==> src/rtl/pc_seq.sv <==
module pc_seq #(
  parameter int ADDR_W  = 13,
  parameter int IMM_W   = 11,
  parameter int PAGE_W  = 5,
  parameter int PAGE_LO = 3
) (
  input  logic              clk,
  input  logic              rst_n,
  input  logic              jump_req,
  input  logic [IMM_W-1:0]  jump_imm,
  input  logic              skip_req,
  input  logic              page_we,
  input  logic [PAGE_W-1:0] page_d,
  output logic [ADDR_W-1:0] fetch_addr,
  output logic              issue_valid,
  output logic [PAGE_W-1:0] page_q
);
  localparam int HI_W = ADDR_W - IMM_W;

  logic              take_jump, take_skip;
  logic [ADDR_W-1:0] next_pc;

  assign take_jump = jump_req & issue_valid;
  assign take_skip = skip_req & issue_valid;
  assign next_pc   = take_jump ? {page_q[PAGE_LO+HI_W-1:PAGE_LO], jump_imm}
                               : fetch_addr + ADDR_W'(1);

  always_ff @(posedge clk) begin
    if (!rst_n) begin
      fetch_addr  <= '0;
      issue_valid <= 1'b0;
      page_q      <= '0;
    end else begin
      fetch_addr  <= next_pc;
      issue_valid <= ~(take_jump | take_skip);
      if (page_we) page_q <= page_d;
    end
  end
endmodule


==> config.mk <==
export PLATFORM = sky130hd
export DESIGN_NAME = pc_seq
export DESIGN_NICKNAME = d
export VERILOG_FILES = /design/src/rtl/pc_seq.sv
export SDC_FILE = /design/constraint.sdc
export NUM_CORES = 1
export LEC_CHECK = 0
export ABC_CLOCK_PERIOD_IN_PS = 1900
export BUFFER_PORTS_ARGS = -buffer_cell sky130_fd_sc_hd__buf_4
export CORE_UTILIZATION = 40
export DETAILED_ROUTE_END_ITERATION = 12
export GPL_TIMING_DRIVEN = 0
export PLACE_DENSITY = 0.73
export SYNTH_ARGS = -nofsm -noshare
export SYNTH_HDL_FRONTEND = slang
export SYNTH_SLANG_ARGS = --single-unit
==> constraint.sdc <==
create_clock -name clk -period 1.9 [get_ports clk]
set_clock_uncertainty 0.15 [all_clocks]
set_input_delay 0.38 -clock clk [delete_from_list [all_inputs] [get_ports clk]]
set_output_delay 0.38 -clock clk [all_outputs]
set_load 0.02 [all_outputs]
# Yosys cells after proc, flatten, opt, wreduce, memory -nomap -nowiden
# Index checks and enable logic that the tools add are counted.
# op_classes
bitwise_logic,4
muxes,1
n_addsub,1
# ops
operator,count
$add A13 B1 Y13 const B,1
$mux W13,1
$and A1 B1 Y1,2
$not A1 Y1,1
$or A1 B1 Y1,1
# word_totals
output_inout_bits,19
register_bits,19

# Depth between registers and ports, before layout
# depth
ltp_word,3
depth_mapped,5
mapped_depth_nobuf,5

# Worst setup path after synthesis
# No wires, ideal clock.
# synth_timing
kind,flip-flop to flip-flop
startpoint,register fetch_addr[0]
endpoint,register fetch_addr[8]
stages_incl_launch_ff,6
setup_slack_ps,388
synth_period_minus_slack_ps,1512
arrival_time_ps,1230
required_ps,1617
path_cell_list,dfxtp_1 > ha_1 > nand3_1 > nor3_1 > xnor2_1 > a21oi_1
# synth_via
elab_chain_cells,2
# synth_rtl
item,line_no,source
from (decl),14,"output logic [ADDR_W-1:0] fetch_addr,"
from (signal assigned),34,fetch_addr <= next_pc;
$add A13 B1 Y13,26,: fetch_addr + ADDR_W'(1);
$mux W13,25,"assign next_pc = take_jump ? {page_q[PAGE_LO+HI_W-1:PAGE_LO], jump_imm}"
# Every way passes these cells.
# A chain may end at the register's enable or synchronous reset.

# Worst setup path after layout
# layout_timing
startpoint,register fetch_addr[0]
endpoint,register fetch_addr[10]
# Same word-level chain as after synthesis.

==> impl.org <==
** Global routing
- Across every metal layer, demand over resource in global routing totals 0.192.
- The total overflow left after global routing is 0.
- Initial antenna violation count :: 0
- First-pass GRT wire length :: ~3100 um
- Vias in the first global route :: ~740
- Pin count of the biggest net entering global routing :: 12

** Detailed routing
- Number of vias per cell after detailed routing :: 4.99
- Final wirelength :: approximately 1900 um
- Number of vias after detailed routing :: 819
- Pre-Repair DR Iteration Count :: 4
- Count of routing violations after the opening detailed-route iteration :: 14
- Average wire per cell in the routed design :: 11.7 um
- Once detail routing completed, the nets flagged for antenna violations numbered 0.
- # DRC :: 0

** Clock tree
- After clock tree synthesis, the repair step resized 0 gates.
- Hold buffer count at CTS :: 0
- Clock tree from TritonCTS :: yes
- In this run the number of H-tree levels came out at 1.
- The clock net in this run drives a total of 19 sinks.
- The clock passes through at most 2 buffers.
- Clock latency on the worst-skew pair, taken at its later pin, is slightly below 0.3 ns.
- Buffer type at the clock tree root :: clkbuf_4
- Register clock-pin slew on the reported worst setup and hold paths :: 0.11 ns
- CTS Buf Count :: 3
- Number of post-CTS setup repair buffers :: 0

** Floorplan
- Row generation in the floorplan step produced 16 rows.
- The floorplan step defined a core boundary enclosing between 1500 and 2000 um2.
- Top-Level Pins :: 40
- Floorplan die area :: between 2000 and 2500 um2
- The initial utilization of the core area, before any placement, comes to 0.432.
- The floorplan step set the die height to 48.3 um.
- Die X :: approximately 48 um

** Critical path
- Kind of critical path :: reg2reg
- Along the worst path, the maximum fanout reaches 5.
- Launching element type of the critical path :: register
- CP arrival :: 1.55 ns
- Required arrival time at the worst endpoint :: ~1.9 ns
- The worst setup path is captured at a register.

** Cells and area
- Of the cells placed in the final design, the portion with a size suffix greater than 1 is 0.314.
- Layout Nets :: 160
- The finished cells cover roughly 1200 um2.
- # diodes :: 0
- The layout has approximately 180 filler cells.
- Layout overhead on the synthesized area :: 39.6%

** Power and ir drop
- Power spread over the standard cell area amounts to 701 nW/um2.
- In this run the static leakage power is 0.506 nW.
- Of the total power, registers draw 0.546.
- Of the total power, the share spent switching nets is 0.288.
- Psw :: between 0.2 and 0.25 mW
- Combinational fraction of design power :: 0.214
- The worst-case IR drop observed on VDD is between 500 and 600 uV.
- Clock network fraction of design power :: 0.240
- Internal power :: between 0.5 and 0.6 mW
- Summing internal, switching and leakage power gives 0.837 mW.

** STA
- Setup total negative slack :: 0 ns
- Setup repair after global routing left no endpoint under its margin.
- Final Hold Violating Endpoints :: 0
- Slew at the pin with the worst max-slew slack :: ~0.45 ns
- Slew HR :: 0.701
- Final hold analysis gives a worst-case slack of between 0.15 and 0.2 ns.
- Static timing analysis puts the maximum clock frequency at 648 MHz.
- Final number of max-transition violations :: 0
- Setup violations remaining at the end of the flow were counted as 0.
- For the finished layout, the period the worst path requires is between 1.5 and 2 ns.
- Final worst path period share :: 0.812
- Across all setup checks in the final design, the least slack found is around 0.36 ns.

** Synth
- The synthesized netlist occupies a cell area of ~860 um2.
- Of all cell types, the one taking the most synthesized area is dfxtp_1.
- A synthesized cell averages slightly below 9 um2.
- Net count after synthesis :: ~120
- After synthesis, the cell types taking the most area are dfxtp_1 (44%), xnor2_1 (9.2%), mux2i_1 (5.8%).
- The netlist uses 23 different library cells.
- Of the post-synthesis cell area, the dominant cell type holds 0.444.
- Of the synthesized area, sequential elements account for 0.444.
- Synthesis produced a netlist whose cell count is between 90 and 100.
- Count of state elements after synthesis :: 19
- Number of warning messages in the yosys log :: 0

** Place
- Routability-driven placement finished with a final weighted congestion of about 0.77.
- In this run the cell area measured after placement is roughly 1200 um2.
- During placement, the flow inserted port buffers numbering 37.
- OpenSTA, run right after detailed placement, puts the worst setup slack at between 0.3 and 0.4 ns.
- Post-DP HPWL :: approximately 1500 um

** Worst hold path
- The worst hold path belongs to the class in2reg.

** Run status
- Outcome :: completed

** Job
- Count of max-cap constraint violations :: 0
## power by group through the flow
stage                     Clock [mW]  Sequential, mW  Combinational [mW]
after global routing           0.230           0.463               0.199
final                          0.201           0.457               0.179
after global placement             0           0.465               0.176
after detailed placement           0           0.466               0.180
after floorplan                    0           0.496              0.0623
after CTS                      0.206           0.457               0.181
## layer usage
layer | vias to the layer above | part of all wire | GRT usage
li1 | 413 | - | -
met1 | 379 | 0.43 | 0.244
met2 | 25 | 0.51 | 0.325
met3 | 2 | 0.044 | 0.0333
met4 | 0 | 0.0078 | 0.0667
met5 | - | 0 | 0
## placed cells by master, fill, tap and decap left out, drive strengths merged
cell type and instances:
and2 1, xor2 2, nor3 4, buf 38
o211a 2, ha 1, mux2i 5, o21ai 9
nor4 1, a21boi 1, xnor2 9, nand2 8
nand4 2, and3 1, dfxtp 19, nor2b 5
nor2 2, clkinv 1, o22ai 2, a21oi 8
inv 3, clkbuf 7, nand3 6
## per-stage QoR
step,utilization,instances
global route,0.603,164
finish,0.603,164
CTS,0.603,164
floorplan,-,96
global placement,0.589,160
detailed placement,0.589,160
## worst paths after layout
kind | slack [ns] | cells past startpoint | startpoint | endpoint
setup reg to reg | 0.36 | 5 | fetch_addr[0] | fetch_addr[10]
hold / removal | 0.17 | 2 | jump_imm[2] | fetch_addr[2]
setup / recovery | 0.36 | 5 | fetch_addr[0] | fetch_addr[10]
hold reg to reg | 0.36 | 2 | page_q[3] | fetch_addr[11]
## cell type report
type                            count  area (um2)  area share
Buffer                              5        18.8      0.0157
Clock buffer                        3        22.5      0.0188
Clock inverter                      1        5.00     0.00419
Inverter                            3        11.3     0.00942
Multi-Input combinational cell     69         445       0.373
Sequential cell                    19         380       0.318
Tap cell                           27        33.8      0.0283
Timing Repair Buffer               37         278       0.232
## kinds of logic after synthesis
group / Yosys count / synth area share
multiplexers: 5 / 0.0585
buffers and inverters: 8 / 0.0351
adder cells (fa/ha/maj): 1 / 0.0146
AO/OA/AOI/OAI: 22 / 0.146
flip-flops: 19 / 0.444
AND/OR/NAND/NOR: 30 / 0.189
XOR/XNOR: 11 / 0.113
## registers in the layout, indices dropped and copies added, names as in the netlist
register,count
fetch_addr,13
page_q,5
issue_valid,1
## cell usage after synthesis
library cell,n
mux2i_1,5
and3_1,1
o22ai_1,2
nand3_1,5
clkbuf_1,4
nand3_2,1
and2_1,1
nor2b_1,5
o211a_1,2
xnor2_1,9
nor4_2,1
a21oi_1,8
ha_1,1
o21ai_0,9
nor3_1,4
inv_1,3
nor2_1,2
xor2_1,2
a21boi_0,1
buf_1,1
dfxtp_1,19
nand2_1,8
nand4_1,2
## critical path, cell delays in order, from the launching register on
cell,delay (ns)
dfxtp_1,0.42
ha_1,0.24
nand3_1,0.16
nor3_1,0.22
xnor2_1,0.14
a21oi_1,0.08
No activity file was read; power rests on OpenSTA's default activity.
